==> src/rtl/cmpact_timer_pkg.sv <==
package cmpact_timer_pkg;

   localparam int BYTE_W   = 8;
   localparam int CEIL_LOG = 8;   // smallest fixed ceiling is 2**CEIL_LOG - 1

   typedef enum logic [2:0] {
      A_CTRL = 3'd0,
      A_MODE = 3'd1,
      A_FLAG = 3'd2,
      A_IMSK = 3'd3,
      A_CMPL = 3'd4,
      A_CMPH = 3'd5,
      A_CNTL = 3'd6,
      A_CNTH = 3'd7
   } addr_e;

   typedef struct packed {
      logic [2:0] spare;
      logic       wrap_flag;
      logic       wrap_flip;
      logic       hit_flag;
      logic       hit_flip;
      logic       hit_clear;
   } ctl_t;

   typedef struct packed {
      logic       spare;
      logic       run;
      logic       pin_b;
      logic [2:0] src;
      logic [1:0] ceil;
   } mode_t;

   function automatic logic [15:0] ceil_value(input logic [1:0] sel);
      if (sel == 2'd0) return 16'hFFFF;
      return 16'((32'd1 << (32'(sel) + CEIL_LOG - 1)) - 32'd1);
   endfunction

endpackage

==> src/rtl/cmpact_tick_sel.sv <==
module cmpact_tick_sel #(
   parameter int N_SRC       = 8,
   parameter int SYNC_STAGES = 2,
   localparam int SRC_W      = $clog2(N_SRC)
) (
   input  logic             clk,
   input  logic             rst_n,
   input  logic [SRC_W-1:0] src,
   input  logic [N_SRC-2:0] ext_tick,
   output logic             tick
);

   logic [N_SRC-1:0] pulses;

   assign pulses[0] = 1'b1;

   for (genvar g = 1; g < N_SRC; g++) begin : g_src
      logic [SYNC_STAGES:0] sh;
      always_ff @(posedge clk or negedge rst_n) begin
         if (!rst_n) sh <= '0;
         else        sh <= {sh[SYNC_STAGES-1:0], ext_tick[g-1]};
      end
      assign pulses[g] = sh[SYNC_STAGES-1] & ~sh[SYNC_STAGES];
   end

   assign tick = pulses[src];

endmodule

==> src/rtl/cmpact_count_core.sv <==
module cmpact_count_core #(
   parameter int CNT_W = 16
) (
   input  logic             clk,
   input  logic             rst_n,
   input  logic             step,
   input  logic [CNT_W-1:0] ceil,
   input  logic [CNT_W-1:0] cmp,
   input  logic             hit_clear,
   input  logic             hit_flip,
   input  logic             wrap_flip,
   input  logic             load,
   input  logic [CNT_W-1:0] load_val,
   output logic [CNT_W-1:0] cnt,
   output logic             hit_ev,
   output logic             wrap_ev,
   output logic             flip
);

   logic at_ceil, at_cmp;
   logic [CNT_W-1:0] cnt_nx;

   assign at_ceil = (cnt == ceil);
   assign at_cmp  = (cnt == cmp);
   assign hit_ev  = step & at_cmp;
   assign wrap_ev = step & at_ceil;

   always_comb begin
      cnt_nx = cnt;
      if (load)
         cnt_nx = load_val;
      else if (step) begin
         if (at_ceil || (at_cmp && hit_clear)) cnt_nx = '0;
         else                                  cnt_nx = cnt + 1'b1;
      end
   end

   always_ff @(posedge clk or negedge rst_n) begin
      if (!rst_n) begin
         cnt  <= '0;
         flip <= 1'b0;
      end else begin
         cnt <= cnt_nx;
         if ((hit_ev && hit_flip) || (wrap_ev && wrap_flip)) flip <= ~flip;
      end
   end

endmodule

==> src/rtl/cmpact_regs.sv <==
module cmpact_regs
   import cmpact_timer_pkg::*;
#(
   parameter int CNT_W  = 16,
   parameter int N_FLAG = 2,
   localparam int HALF  = CNT_W / 2
) (
   input  logic              clk,
   input  logic              rst_n,
   input  logic [2:0]        addr,
   input  logic              wr,
   input  logic              rd,
   input  logic [BYTE_W-1:0] wdata,
   output logic [BYTE_W-1:0] rdata,
   input  logic [CNT_W-1:0]  cnt,
   input  logic              hit_ev,
   input  logic              wrap_ev,
   output ctl_t              ctl,
   output mode_t             mode,
   output logic [CNT_W-1:0]  cmp,
   output logic              load,
   output logic [CNT_W-1:0]  load_val,
   output logic [N_FLAG-1:0] flags,
   output logic [N_FLAG-1:0] imsk,
   output logic              irq
);

   logic [HALF-1:0]   hold;
   logic [N_FLAG-1:0] fl_set, fl_clr;
   addr_e             a;

   assign a        = addr_e'(addr);
   assign fl_set   = {wrap_ev & ctl.wrap_flag, hit_ev & ctl.hit_flag};
   assign fl_clr   = (wr && a == A_FLAG) ? wdata[N_FLAG-1:0] : '0;
   assign load     = wr && (a == A_CNTL);
   assign load_val = {hold, wdata};
   assign irq      = |(flags & imsk);

   always_ff @(posedge clk or negedge rst_n) begin
      if (!rst_n) begin
         ctl   <= '0;
         mode  <= '0;
         cmp   <= '0;
         hold  <= '0;
         imsk  <= '0;
         flags <= '0;
      end else begin
         flags <= (flags & ~fl_clr) | fl_set;
         if (wr) begin
            case (a)
               A_CTRL:         ctl  <= ctl_t'(wdata);
               A_MODE:         mode <= mode_t'(wdata);
               A_IMSK:         imsk <= wdata[N_FLAG-1:0];
               A_CMPL:         cmp  <= {hold, wdata};
               A_CMPH, A_CNTH: hold <= wdata;
               default: ;
            endcase
         end else if (rd) begin
            if (a == A_CMPL) hold <= cmp[CNT_W-1:HALF];
            if (a == A_CNTL) hold <= cnt[CNT_W-1:HALF];
         end
      end
   end

   always_comb begin
      case (a)
         A_CTRL:  rdata = ctl;
         A_MODE:  rdata = mode;
         A_FLAG:  rdata = BYTE_W'(flags);
         A_IMSK:  rdata = BYTE_W'(imsk);
         A_CMPL:  rdata = cmp[HALF-1:0];
         A_CNTL:  rdata = cnt[HALF-1:0];
         default: rdata = hold;
      endcase
   end

endmodule

==> src/rtl/cmpact_timer.sv <==
module cmpact_timer
   import cmpact_timer_pkg::*;
#(
   parameter int CNT_W       = 16,
   parameter int N_SRC       = 8,
   parameter int SYNC_STAGES = 2
) (
   input  logic             clk,
   input  logic             rst_n,
   input  logic [N_SRC-2:0] ext_tick,
   input  logic [2:0]       reg_addr,
   input  logic             reg_wr,
   input  logic             reg_rd,
   input  logic [7:0]       reg_wdata,
   output logic [7:0]       reg_rdata,
   output logic             out_a,
   output logic             out_b,
   output logic             irq
);

   localparam int SRC_W = $clog2(N_SRC);

   if (CNT_W != 2 * BYTE_W) begin : g_bad_width
      $error("cmpact_timer: CNT_W must be two bus bytes");
   end
   if (N_SRC < 2 || N_SRC > 8 || (1 << SRC_W) != N_SRC) begin : g_bad_src
      $error("cmpact_timer: N_SRC must be a power of two from 2 to 8");
   end
   if (SYNC_STAGES < 2) begin : g_bad_sync
      $error("cmpact_timer: SYNC_STAGES must be at least 2");
   end

   ctl_t             ctl;
   mode_t            mode;
   logic [CNT_W-1:0] cmp, cnt, load_val, ceil;
   logic             load, tick, step, hit_ev, wrap_ev, flip;
   logic [1:0]       flags, imsk;

   assign ceil = ceil_value(mode.ceil);
   assign step = tick & mode.run;

   cmpact_tick_sel #(.N_SRC(N_SRC), .SYNC_STAGES(SYNC_STAGES)) u_tick (
      .clk(clk), .rst_n(rst_n), .src(mode.src[SRC_W-1:0]),
      .ext_tick(ext_tick), .tick(tick)
   );

   cmpact_count_core #(.CNT_W(CNT_W)) u_core (
      .clk(clk), .rst_n(rst_n), .step(step), .ceil(ceil), .cmp(cmp),
      .hit_clear(ctl.hit_clear), .hit_flip(ctl.hit_flip),
      .wrap_flip(ctl.wrap_flip), .load(load), .load_val(load_val),
      .cnt(cnt), .hit_ev(hit_ev), .wrap_ev(wrap_ev), .flip(flip)
   );

   cmpact_regs #(.CNT_W(CNT_W), .N_FLAG(2)) u_regs (
      .clk(clk), .rst_n(rst_n), .addr(reg_addr), .wr(reg_wr), .rd(reg_rd),
      .wdata(reg_wdata), .rdata(reg_rdata), .cnt(cnt), .hit_ev(hit_ev),
      .wrap_ev(wrap_ev), .ctl(ctl), .mode(mode), .cmp(cmp), .load(load),
      .load_val(load_val), .flags(flags), .imsk(imsk), .irq(irq)
   );

   assign out_a = flip & ~mode.pin_b;
   assign out_b = flip &  mode.pin_b;

endmodule

==> config.mk <==
export PLATFORM = sky130hd
export DESIGN_NAME = cmpact_timer
export DESIGN_NICKNAME = d
export VERILOG_FILES = /design/src/rtl/cmpact_timer_pkg.sv /design/src/rtl/cmpact_tick_sel.sv /design/src/rtl/cmpact_count_core.sv /design/src/rtl/cmpact_regs.sv /design/src/rtl/cmpact_timer.sv
export SDC_FILE = /design/constraint.sdc
export NUM_CORES = 1
export LEC_CHECK = 0
export BUFFER_PORTS_ARGS = -buffer_cell sky130_fd_sc_hd__buf_2
export CAP_MARGIN = 10
export CORE_ASPECT_RATIO = 1.25
export CORE_MARGIN = 1.5
export CORE_UTILIZATION = 48
export DETAILED_ROUTE_END_ITERATION = 16
export HOLD_SLACK_MARGIN = 0.08
export PLACE_DENSITY = 0.67
export REMOVE_ABC_BUFFERS = 1
export SLEW_MARGIN = 20
export SYNTH_ARGS = -nofsm -noshare
export SYNTH_HDL_FRONTEND = slang
export SYNTH_SLANG_ARGS = --single-unit
==> constraint.sdc <==
create_clock -name clk -period 2.55 [get_ports clk]
set_clock_uncertainty 0.2 [all_clocks]
set_input_delay 0.1275 -clock clk [delete_from_list [all_inputs] [get_ports clk]]
set_output_delay 0.1275 -clock clk [all_outputs]
set_load 0.01 [all_outputs]
==> metrics.md, run 1 <==
| Metric | Value |
|---|---|
| Post-route setup slack | 0.1260 ns |
| I/O Buffers | 32 |
| Layer with the highest usage | met2 |
| Final hold viol count | 0 |
| Arr. time, crit path | 2.51 ns |
| Die W | 88.25 µm |
| Initial core utilization | 0.4984 |
| Vias | 3673 |
| Startpoint Class | register |
| Clk sinks | 82 |
| Internal power | 2.466 mW |
| VDD IR max | 0.0004446 V |
| Mean Syn Cell Area | 10.14 µm² |
| Share of cells above drive strength 1 | 0.2599 |
| Resized Gates After CTS | 0 |
| Register-to-Register Path Depth | 6 |
| Met3 GRT Util | 0.05480 |
| Dpl ws | 0.1201 ns |
| NumNets Final | 525 |
| Psw | 1.388 mW |
| Worst hold path class | in2async |
| Reg power frac | 0.463 |
| Power density over the cells | 739.4 mW/mm² |
| Worst-skew pair later-pin latency | 0.37 ns |
| Syn Inst Count | 430 |
| Leak Pwr | 2.217 nW |
| IO Pins | 33 |
| Grt ovf | 0 |
| Most common cell after layout, fill and taps aside | dfrtp_1 |
| Kind of critical path | reg2reg |
| Setup bufs post-CTS | 0 |
| Vias in the first global route | 3553 |
| Max Clk Rate | 412.5 MHz |
| GPL Wtd Cong | 1.065 |
| YS warnings | 0 |
| CTS H-tree depth | 3 |
| Global-route wire length before repair | 19510 µm |
| Slew Limit Fails | 0 |
| Clock buffer depth | 2 |
| Initial antenna violation count | 0 |
| Period Utilization, post-route | 0.9506 |
| Min Tclk post-route | 2.424 ns |
| Post-DR vias/cell | 5.886 |
| Setup_tns | 0 ns |
| Logic pwr share | 0.301 |
| Die ar. | 0.009669 mm² |
| RSZ-0062 raised after global routing | false |
| Slew @ Worst Pin | 0.6095 ns |
| TritonCTS clock tree | done |
| Worst r2r src | u_regs.mode[3]$_DFFE_PN0P_ |
| Post-Syn Area | 0.004360 mm² |
| Clock tree root buffer cell | clkbuf_8 |
| DRT antenna net count | 0 |
| TritonCTS Buffers | 9 |
| Status | completed |
| Number of max-cap violations | 0 |
| Std-Cell Rows | 38 |
| TritonRoute pass-1 iters | 5 |
| Yosys cell types | 47 |
| Required @ worst endpoint | 2.63 ns |
| # diodes | 0 |
| P&R area growth vs syn | 19.51% |
| Synth async-reset ratio | 1.000 |
| Register area share after synthesis | 0.4706 |
| CP endpoint kind | register |
| Avg WL per Cell | 19.55 µm |
| Hold buffers post-CTS | 18 |
| Drt total wl | 12200 µm |
| Fillers | 761 |
| Number of synthesized flops with an enable pin | 0 |
| Core area | 0.008748 mm² |
| Clock share of power | 0.236 |
| R2r setup slk | 0.13 ns |
| DR DRC count | 0 |
| Drt first-iter violations | 278 |
| Total Routing Usage GR | 0.2770 |
| Most frequent cells in the layout | dfrtp_1, nand2_1, buf_4 |
| CP max FO | 8 |
| Most used flip-flop cell after synthesis | dfrtp_1 |
| Slew margin rel. | 0.5927 |
| DPL Wire Length | 8784 µm |
| Largest net degree at the start of global routing | 45 |
| Die Height | 109.6 µm |
| GR Util met1 | 0.3622 |
| Final setup violation count | 0 |
| Worst-path clk slew | 0.10 ns |
| FF-to-FF End | u_core.cnt[15]$_DFFE_PN0P_ |
| Switching Share | 0.3601 |
| Yosys reg bits | 82 |
| Met2 usage | 0.4340 |
## routing by layer
metal	routed length, µm	up-vias
met5	0	-
met4	485	0
met3	611	32
met2	5999	140
met1	5106	1817
li1	-	1684
## worst max path at each step
stage	startpoint	end	slack (ns)	cells past startpoint
finish	u_regs.mode[3]$_DFFE_PN0P_	u_core.cnt[15]$_DFFE_PN0P_	0.13	6
global route	u_regs.mode[3]$_DFFE_PN0P_	u_core.cnt[15]$_DFFE_PN0P_	0.03	6
CTS	u_regs.mode[3]$_DFFE_PN0P_	u_core.cnt[12]$_DFFE_PN0P_	0.11	6
detailed placement	u_regs.mode[3]$_DFFE_PN0P_	u_core.cnt[15]$_DFFE_PN0P_	0.12	6
global placement	u_regs.mode[3]$_DFFE_PN0P_	u_core.cnt[5]$_DFFE_PN0P_	0.20	6
floorplan	u_regs.mode[3]$_DFFE_PN0P_	u_core.cnt[11]$_DFFE_PN0P_	0.03	5
## worst max-delay path: stages (launching register included)
cell	delay [ns]
dfrtp_1	0.45
o311ai_2	0.32
o2111ai_2	0.18
and2_4	0.18
or4b_1	0.57
buf_12	0.18
o311ai_4	0.25
## sequential cells by signal (all words and copies together), names as in the netlist
register / count
u_regs.hold: 8
u_tick.g_src.sh: 21
u_core.flip: 1
u_regs.ctl: 8
u_regs.imsk: 2
u_regs.cmp: 16
u_regs.flags: 2
u_regs.mode: 8
u_core.cnt: 16
## logic make-up (layout without fill, tap and decap cells)
group / count (synthesis) / in the layout / share of synthesized area
XOR/XNOR: 20 / 20 / 0.04017
buffers and inverters: 40 / 114 / 0.03788
multiplexers: 43 / 43 / 0.1099
flip-flops: 82 / 82 / 0.4706
AO/OA/AOI/OAI: 97 / 97 / 0.1667
AND/OR/NAND/NOR: 144 / 144 / 0.1633
adder cells (fa/ha/maj): 4 / 4 / 0.01148
## area by class of cell
| type | instances | area (µm²) | area share |
|---|---|---|---|
| Clock buffer | 9 | 123.9 | 0.02377 |
| Clock inverter | 7 | 58.81 | 0.01128 |
| Inverter | 10 | 37.54 | 0.007203 |
| Multi-Input combinational cell | 308 | 2148 | 0.4122 |
| Sequential cell | 82 | 2052 | 0.3938 |
| Tap cell | 120 | 150.1 | 0.02881 |
| Timing Repair Buffer | 88 | 640.6 | 0.1229 |
## cells in the mapped netlist (2+ instances only)
cell / n / share of area
a211oi_1: 6 / 0.010
a21oi_1: 28 / 0.032
a31oi_1: 13 / 0.019
a32o_1: 3 / 0.0069
and2_1: 9 / 0.013
and3_1: 3 / 0.0043
and4_1: 3 / 0.0060
buf_1: 4 / 0.0034
buf_6: 2 / 0.0052
clkbuf_1: 24 / 0.021
dfrtp_1: 82 / 0.47
ha_1: 4 / 0.011
inv_1: 10 / 0.0086
mux2_2: 29 / 0.075
mux2i_1: 13 / 0.030
nand2_1: 48 / 0.041
nand2b_1: 3 / 0.0043
nand3_1: 27 / 0.031
nand3b_1: 2 / 0.0034
nand4_1: 5 / 0.0072
nand4b_1: 2 / 0.0040
nor2_1: 26 / 0.022
nor2b_1: 3 / 0.0043
nor3_1: 4 / 0.0046
nor3b_1: 3 / 0.0052
o21ai_0: 22 / 0.025
o22ai_1: 5 / 0.0072
o311ai_0: 3 / 0.0060
o311ai_2: 2 / 0.0075
o311ai_4: 4 / 0.024
o31ai_1: 2 / 0.0034
o32ai_2: 3 / 0.011
xnor2_1: 17 / 0.034
xor2_1: 3 / 0.0060
## power groups by stage
| stage | logic [mW] | registers [mW] | clock network, mW |
|---|---|---|---|
| 3_5_place_dp | 1.13 | 1.81 | 0 |
| 2_1_floorplan | 0.699 | 1.75 | 0 |
| 6_report | 1.16 | 1.78 | 0.909 |
| 3_3_place_gp | 1.12 | 1.80 | 0 |
| 4_1_cts | 1.16 | 1.78 | 0.930 |
| 5_1_grt | 1.27 | 1.82 | 0.980 |
## per-stage QoR
stage | cells | util | hold slack, ns | cell area [µm²] | power (mW)
5_1_grt | 624 | 0.5957 | 0.1331 | 5211 | 4.070
3_3_place_gp | 590 | 0.5542 | -0.03417 | 4848 | 2.915
3_5_place_dp | 590 | 0.5542 | -0.03007 | 4848 | 2.936
4_1_cts | 624 | 0.5957 | 0.09870 | 5211 | 3.866
2_1_floorplan | 400 | - | -0.3681 | 4233 | 2.454
6_report | 624 | 0.5957 | 0.09552 | 5211 | 3.853
(Power assumes the default switching activity.)
==> run 2: changes to the inputs <==
--- a/config.mk
+++ b/config.mk
@@ -9,10 +9,10 @@
 export CAP_MARGIN = 10
 export CORE_ASPECT_RATIO = 1.25
 export CORE_MARGIN = 1.5
-export CORE_UTILIZATION = 48
+export CORE_UTILIZATION = 57
 export DETAILED_ROUTE_END_ITERATION = 16
 export HOLD_SLACK_MARGIN = 0.08
-export PLACE_DENSITY = 0.67
+export PLACE_DENSITY = 0.74
 export REMOVE_ABC_BUFFERS = 1
 export SLEW_MARGIN = 20
 export SYNTH_ARGS = -nofsm -noshare
==> constraint.sdc (replaced) <==
create_clock -name clk -period 2.3 [get_ports clk]
set_clock_uncertainty 0.2 [all_clocks]
set_input_delay 0.115 -clock clk [delete_from_list [all_inputs] [get_ports clk]]
set_output_delay 0.115 -clock clk [all_outputs]
set_load 0.01 [all_outputs]
==> run 2 against run 1 <==
The run now ends with setup timing left. Wire length rose by 0.39%. Largest power group unchanged. Largest cell class unchanged. Sequential share of layout area fell by 1.6 points. Clock-buffer cell count rose by 2. Critical path depth rose by 2. Global-route usage rose by 4.8 points. Via count rose by 3.7%. Highest routed layer unchanged. Sequential cell count did not move. Utilization rose by 14 points. Worst hold slack got worse by 0.023 ns. Total power rose by 17%.
==> metrics.md, run 2 (same netlist as run 1, synthesis figures left out) <==
| Metric | Value |
|---|---|
| Most frequent cells in the layout | dfrtp_1, buf_4, nand2_1 (was dfrtp_1, nand2_1, buf_4) |
| Slew @ Worst Pin | 0.6099 ns (was 0.6095 ns) |
| Reg power frac | 0.443 (was 0.463) |
| Logic pwr share | 0.317 (was 0.301) |
| Required @ worst endpoint | 2.36 ns (was 2.63 ns) |
| Internal power | 2.950 mW (was 2.466 mW) |
| P&R area growth vs syn | 24.73% (was 19.51%) |
| GPL Wtd Cong | 0.9969 (was 1.065) |
| Global-route wire length before repair | 19350 µm (was 19510 µm) |
| Post-DR vias/cell | 6.173 (was 5.886) |
| Failing checks | setup timing |
| Placement-stage cell area | 0.004941 mm² (was 0.004848 mm²) |
| Avg WL per Cell | 19.85 µm (was 19.55 µm) |
| Clk sinks | 82 (unchanged) |
| TritonCTS Buffers | 9 (unchanged) |
| Number of max-cap violations | 0 (unchanged) |
| Max Clk Rate | 432.6 MHz (was 412.5 MHz) |
| Leak Pwr | 2.365 nW (was 2.217 nW) |
| Vias in the first global route | 3741 (was 3553) |
| Largest net degree at the start of global routing | 47 (was 45) |
| TritonRoute pass-1 iters | 7 (was 5) |
| Power density over the cells | 827.5 mW/mm² (was 739.4 mW/mm²) |
| IO Pins | 33 (unchanged) |
| Arr. time, crit path | 2.37 ns (was 2.51 ns) |
| Total Routing Usage GR | 0.3246 (was 0.2770) |
| Clock tree root buffer cell | clkbuf_8 (unchanged) |
| Share of cells above drive strength 1 | 0.3200 (was 0.2599) |
| Vias | 3809 (was 3673) |
| # diodes | 0 (unchanged) |
| DRT antenna net count | 0 (unchanged) |
| Psw | 1.551 mW (was 1.388 mW) |
| Std-Cell Rows | 35 (was 38) |
| Setup_tns | -0.01942 ns (was 0 ns) |
| CP max FO | 8 (unchanged) |
| Worst-skew pair later-pin latency | 0.36 ns (was 0.37 ns) |
| Worst-path clk slew | 0.09 ns (was 0.10 ns) |
| RSZ-0062 raised after global routing | true (was false) |
| Drt total wl | 12250 µm (was 12200 µm) |
| Switching Share | 0.3445 (was 0.3601) |
| Final hold viol count | 0 (unchanged) |
| TritonCTS clock tree | done (unchanged) |
| Drt first-iter violations | 298 (was 278) |
| Die ar. | 0.008187 mm² (was 0.009669 mm²) |
| I/O Buffers | 32 (unchanged) |
| NumNets Final | 546 (was 525) |
| Worst hold path class | in2async (unchanged) |
| Largest register FFs | 21 (unchanged) |
| Area of the multi-input gates | 0.002213 mm² (was 0.002148 mm²) |
| Core area | 0.007401 mm² (was 0.008748 mm²) |
| DR DRC count | 0 (unchanged) |
| Period Utilization, post-route | 1.005 (was 0.9506) |
| Slew margin rel. | 0.5924 (was 0.5927) |
| Dpl cells | 579 (was 590) |
| Min Tclk post-route | 2.312 ns (was 2.424 ns) |
| Initial core utilization | 0.5892 (was 0.4984) |
| Most common cell after layout, fill and taps aside | dfrtp_1 (unchanged) |
| Most flops, register | u_tick.g_src.sh (unchanged) |
| CP endpoint kind | register (unchanged) |
| Final Non-Filler Cells | 617 (was 624) |
| Die Height | 100.8 µm (was 109.6 µm) |
| Post-route setup slack | -0.01167 ns (was 0.1260 ns) |
| Final setup violation count | 2 (was 0) |
| CTS H-tree depth | 3 (unchanged) |
| Fillers | 536 (was 761) |
| Die W | 81.23 µm (was 88.25 µm) |
| Top Registers | u_tick.g_src.sh x21, u_core.cnt x16, u_regs.cmp x16 (unchanged) |
| Slew Limit Fails | 0 (unchanged) |
| Register area | 0.002057 mm² (was 0.002052 mm²) |
| DPL Wire Length | 8597 µm (was 8784 µm) |
| Clock share of power | 0.240 (was 0.236) |
| Clock buffer depth | 2 (unchanged) |
| Design area | 0.005439 mm² (was 0.005211 mm²) |
| Grt ovf | 0 (unchanged) |
| Startpoint Class | register (unchanged) |
| VDD IR max | 0.0006041 V (was 0.0004446 V) |
| Initial antenna violation count | 0 (unchanged) |
| Kind of critical path | reg2reg (unchanged) |
| Status | finished, violations left (was completed) |
[run 2: changes by cell type in the layout (fill, tap and decap cells not counted), sizes merged]
| cell | delta |
|---|---|
| clkinv | +2 |
| bufinv | +1 |
| clkbuf | +2 |
| buf | +21 |
| inv | -5 |
[run 2: timing repair]
action / CTS / global route
hold endpoints to repair: 133 / 0
setup buffers: 1 / 3
setup endpoints to repair: 14 / 17
hold buffers: 18 / 0
resized for setup: 6 / 17
pin swaps: 5 / 9
[run 2: power groups by stage]
stage / clock, mW / sequential (mW) / combinational, mW
6_report: 1.08 / 2.00 / 1.43
5_1_grt: 1.15 / 2.02 / 1.55
4_1_cts: 1.09 / 1.97 / 1.37
3_5_place_dp: 0 / 1.99 / 1.31
3_3_place_gp: 0 / 1.98 / 1.28
2_1_floorplan: 0 / 1.95 / 0.775
[run 2: metal layers]
layer,GRT usage,part of all wire,vias to the layer above,wire length (µm)
met5,0,0,-,0
met4,0.1804,0.048,0,593
met3,0.05792,0.065,48,792
met2,0.5141,0.49,163,5945
met1,0.4180,0.40,1869,4919
li1,-,-,1729,-
[run 2: final cells by class]
class / count / share of cell area
clock buffers: 11 / 0.02599
clock inverters: 5 / 0.01173
well taps: 92 / 0.02116
inverters: 10 / 0.006901
flip-flops and latches: 82 / 0.3782
repair buffers: 109 / 0.1491
multi-input cells: 308 / 0.4069
[run 2: final timing paths]
check / start / to / slack, ns / depth (start not counted)
max in group asynchronous: rst_n / u_core.cnt[8]$_DFFE_PN0P_ / 1.17 / 3
max reg2reg: u_regs.mode[1]$_DFFE_PN0P_ / u_core.cnt[15]$_DFFE_PN0P_ / -0.01 / 8
min reg2reg: u_tick.g_src[2].sh[0]$_DFF_PN0_ / u_tick.g_src[2].sh[1]$_DFF_PN0_ / 0.15 / 0
min in group clk: reg_addr[0] / u_regs.flags[0]$_DFF_PN0_ / 0.11 / 5
min: rst_n / u_regs.cmp[6]$_DFFE_PN0P_ / 0.07 / 2
max: u_regs.mode[1]$_DFFE_PN0P_ / u_core.cnt[15]$_DFFE_PN0P_ / -0.01 / 8
[run 2: through the flow]
step	utilization	total power [mW]	hold slack (ns)	setup WS [ns]
2_1_floorplan	-	2.721	-0.3806	-0.2239
3_3_place_gp	0.6676	3.256	-0.07015	-0.01186
3_5_place_dp	0.6676	3.308	-0.06786	-0.07021
4_1_cts	0.7241	4.434	0.08124	-0.004521
5_1_grt	0.7349	4.719	0.1062	-0.07082
6_report	0.7349	4.501	0.07239	-0.01167
[run 2: worst max-delay path, stage by stage, from the launching register on]
cell and delay [ns]:
dfrtp_1 0.39, inv_1 0.12, ha_1 0.20, nor4_1 0.06, a32oi_1 0.21, nor3_2 0.09, or4b_4 0.55, buf_12 0.17
o311ai_4 0.24
==> run 3: changes to the inputs <==
--- a/config.mk
+++ b/config.mk
@@ -9,10 +9,10 @@
 export CAP_MARGIN = 10
 export CORE_ASPECT_RATIO = 1.25
 export CORE_MARGIN = 1.5
-export CORE_UTILIZATION = 57
+export CORE_UTILIZATION = 50
 export DETAILED_ROUTE_END_ITERATION = 16
 export HOLD_SLACK_MARGIN = 0.08
-export PLACE_DENSITY = 0.74
+export PLACE_DENSITY = 0.69
 export REMOVE_ABC_BUFFERS = 1
 export SLEW_MARGIN = 20
 export SYNTH_ARGS = -nofsm -noshare
==> constraint.sdc (replaced) <==
create_clock -name clk -period 1.93 [get_ports clk]
set_clock_uncertainty 0.2 [all_clocks]
set_input_delay 0.0965 -clock clk [delete_from_list [all_inputs] [get_ports clk]]
set_output_delay 0.0965 -clock clk [all_outputs]
set_load 0.01 [all_outputs]
==> run 3 against run 2 <==
Register-to-register slack got worse by 0.30 ns. Largest power group is now combinational cells. Fmax grew 3.1%. Total power up 35%. Setup slack lost 0.30 ns. Clock power increased by 26%. The flow still finishes with violations (setup timing).
==> metrics.md, run 3 (same netlist as run 1, synthesis figures left out) <==
| Metric | Value |
|---|---|
| Std-Cell Rows | 37 (was 35) |
| Required @ worst endpoint | 1.97 ns (was 2.36 ns) |
| Number of max-cap violations | 0 (unchanged) |
| P&R area growth vs syn | 41.00% (was 24.73%) |
| Fillers | 570 (was 536) |
| Worst hold path class | in2reg (was in2async) |
| Util after Layout | 0.7378 (was 0.7349) |
| Post-route setup slack | -0.3120 ns (was -0.01167 ns) |
| Clk sinks | 82 (unchanged) |
| VDD IR max | 0.0008072 V (was 0.0006041 V) |
| Die Height | 107.4 µm (was 100.8 µm) |
| Period Utilization, post-route | 1.162 (was 1.005) |
| Drt first-iter violations | 305 (was 298) |
| Worst-skew pair later-pin latency | 0.37 ns (was 0.36 ns) |
| Drt total wl | 13660 µm (was 12250 µm) |
| RSZ-0062 raised after global routing | true (unchanged) |
| Hold wc startpoint | reg_addr[2] |
| Final setup violation count | 19 (was 2) |
| Final hold viol count | 0 (unchanged) |
| Most flops, register | u_tick.g_src.sh (unchanged) |
| DRT antenna net count | 0 (unchanged) |
| Initial core utilization | 0.5233 (was 0.5892) |
| Top Registers | u_tick.g_src.sh x21, u_core.cnt x16, u_regs.cmp x16 (unchanged) |
| DR DRC count | 0 (unchanged) |
| CP endpoint kind | register (unchanged) |
| Power density over the cells | 988.8 mW/mm² (was 827.5 mW/mm²) |
| Met2 usage | 0.4972 (was 0.5141) |
| Avg WL per Cell | 20.48 µm (was 19.85 µm) |
| CTS H-tree depth | 3 (unchanged) |
| Dpl cells | 622 (was 579) |
| Layer with the highest usage | met2 (unchanged) |
| TritonCTS clock tree | done (unchanged) |
| I/O Buffers | 32 (unchanged) |
| IO Pins | 33 (unchanged) |
| Global-route wire length before repair | 20930 µm (was 19350 µm) |
| Setup_tns | -3.809 ns (was -0.01942 ns) |
| Status | finished, violations left (unchanged) |
| TritonCTS Buffers | 9 (unchanged) |
| Clock buffer depth | 2 (unchanged) |
| CP max FO | 5 (was 8) |
| Worst-path clk slew | 0.09 ns (about the same) |
| Leak Pwr | 2.678 nW (was 2.365 nW) |
| Met3 GRT Util | 0.05368 (was 0.05792) |
| Kind of critical path | reg2reg (unchanged) |
| Initial antenna violation count | 0 (unchanged) |
| # diodes | 0 (unchanged) |
| Share of cells above drive strength 1 | 0.4228 (was 0.3200) |
| Vias in the first global route | 4001 (was 3741) |
| Most frequent cells in the layout | buf_4, dfrtp_1, nand2_1 (was dfrtp_1, buf_4, nand2_1) |
| Total Routing Usage GR | 0.3029 (was 0.3246) |
| Most common cell after layout, fill and taps aside | buf_4 (was dfrtp_1) |
| GR Util met1 | 0.3791 (was 0.4180) |
| Largest net degree at the start of global routing | 42 (was 47) |
| Grt ovf | 0 (unchanged) |
| Die W | 86.53 µm (was 81.23 µm) |
| Core area | 0.008333 mm² (was 0.007401 mm²) |
| TritonRoute pass-1 iters | 7 (unchanged) |
| GPL Wtd Cong | 1.052 (was 0.9969) |
| Failing checks | setup timing (unchanged) |
| Max Clk Rate | 446.0 MHz (was 432.6 MHz) |
| Min Tclk post-route | 2.242 ns (was 2.312 ns) |
| Die ar. | 0.009294 mm² (was 0.008187 mm²) |
| Slew Limit Fails | 0 (unchanged) |
| Vias | 4055 (was 3809) |
| Largest register FFs | 21 (unchanged) |
| Post-DR vias/cell | 6.079 (was 6.173) |
| Clock tree root buffer cell | clkbuf_8 (unchanged) |
| Final Non-Filler Cells | 667 (was 617) |
| Worst r2r src | u_core.cnt[12]$_DFFE_PN0P_ (was u_regs.mode[1]$_DFFE_PN0P_) |
| Beginning of the critical path | u_core.cnt[12]$_DFFE_PN0P_ (was u_regs.mode[1]$_DFFE_PN0P_) |
| NumNets Final | 591 (was 546) |
| Arr. time, crit path | 2.28 ns (was 2.37 ns) |
| DPL Wire Length | 9539 µm (was 8597 µm) |
| Slew margin rel. | 0.6648 (was 0.5924) |
| Slew @ Worst Pin | 0.5028 ns (was 0.6099 ns) |
| Startpoint Class | register (unchanged) |
[run 3: path summary, 6_finish.rpt]
kind | cells after the start | endpoint | slack, ns
max in group asynchronous | 4 | u_regs.cmp[12]$_DFFE_PN0P_ | 0.31
min in group asynchronous | 3 | u_regs.imsk[0]$_DFFE_PN0P_ | 0.57
setup / recovery | 7 | u_core.cnt[6]$_DFFE_PN0P_ | -0.31
hold reg to reg | 0 | u_tick.g_src[6].sh[1]$_DFF_PN0_ | 0.16
hold / removal | 5 | u_regs.hold[3]$_DFFE_PN0P_ | 0.11
setup reg to reg | 7 | u_core.cnt[6]$_DFFE_PN0P_ | -0.31
[run 3: worst max-delay path: stages, from the launching register on]
cell and delay (ns):
dfrtp_1 0.47, xnor2_1 0.16, nand4_1 0.23, nor4_4 0.33, nand2_2 0.16, buf_4 0.18, a211oi_4 0.24, o32ai_4 0.13
[run 3: metal layers]
metal	wire length, µm	part of all wire
met1	5312	0.39
met2	6923	0.51
met3	842	0.062
met4	584	0.043
met5	0	0
[run 3: where the power goes]
group / switching (mW) / total, mW / internal, mW
sequential: 0.327 / 2.35 / 2.02
combinational: 1.13 / 2.37 / 1.24
clock: 0.723 / 1.36 / 0.636
total: 2.18 / 6.08 / 3.90
[run 3: through the flow]
step / instance area (µm²) / worst slack, ns / power [mW] / hold slack [ns]
finish: 6148 / -0.3120 / 6.079 / 0.1079
global route: 6148 / -0.3874 / 6.362 / 0.1519
CTS: 5923 / -0.2804 / 5.798 / 0.08780
floorplan: 4233 / -0.5939 / 3.242 / -0.3991
detailed placement: 5270 / -0.4281 / 4.190 / -0.1031
global placement: 5270 / -0.3777 / 4.141 / -0.1058
[run 3: timing repair]
item,CTS,global route
endpoints found under the hold margin,133,0
gates resized for setup,50,40
pin swaps,32,19
setup endpoints to repair,21,22
hold buffers,20,0
gates cloned,1,0
setup buffers,7,7
[run 3: final cells by class]
cell class / count / area [µm²] / area share
clock buffers: 9 / 123.9 / 0.02015
clock inverters: 7 / 92.59 / 0.01506
inverters: 10 / 37.54 / 0.006105
multi-input cells: 309 / 2469 / 0.4015
flip-flops and latches: 82 / 2058 / 0.3348
well taps: 97 / 121.4 / 0.01974
repair buffers: 153 / 1246 / 0.2027
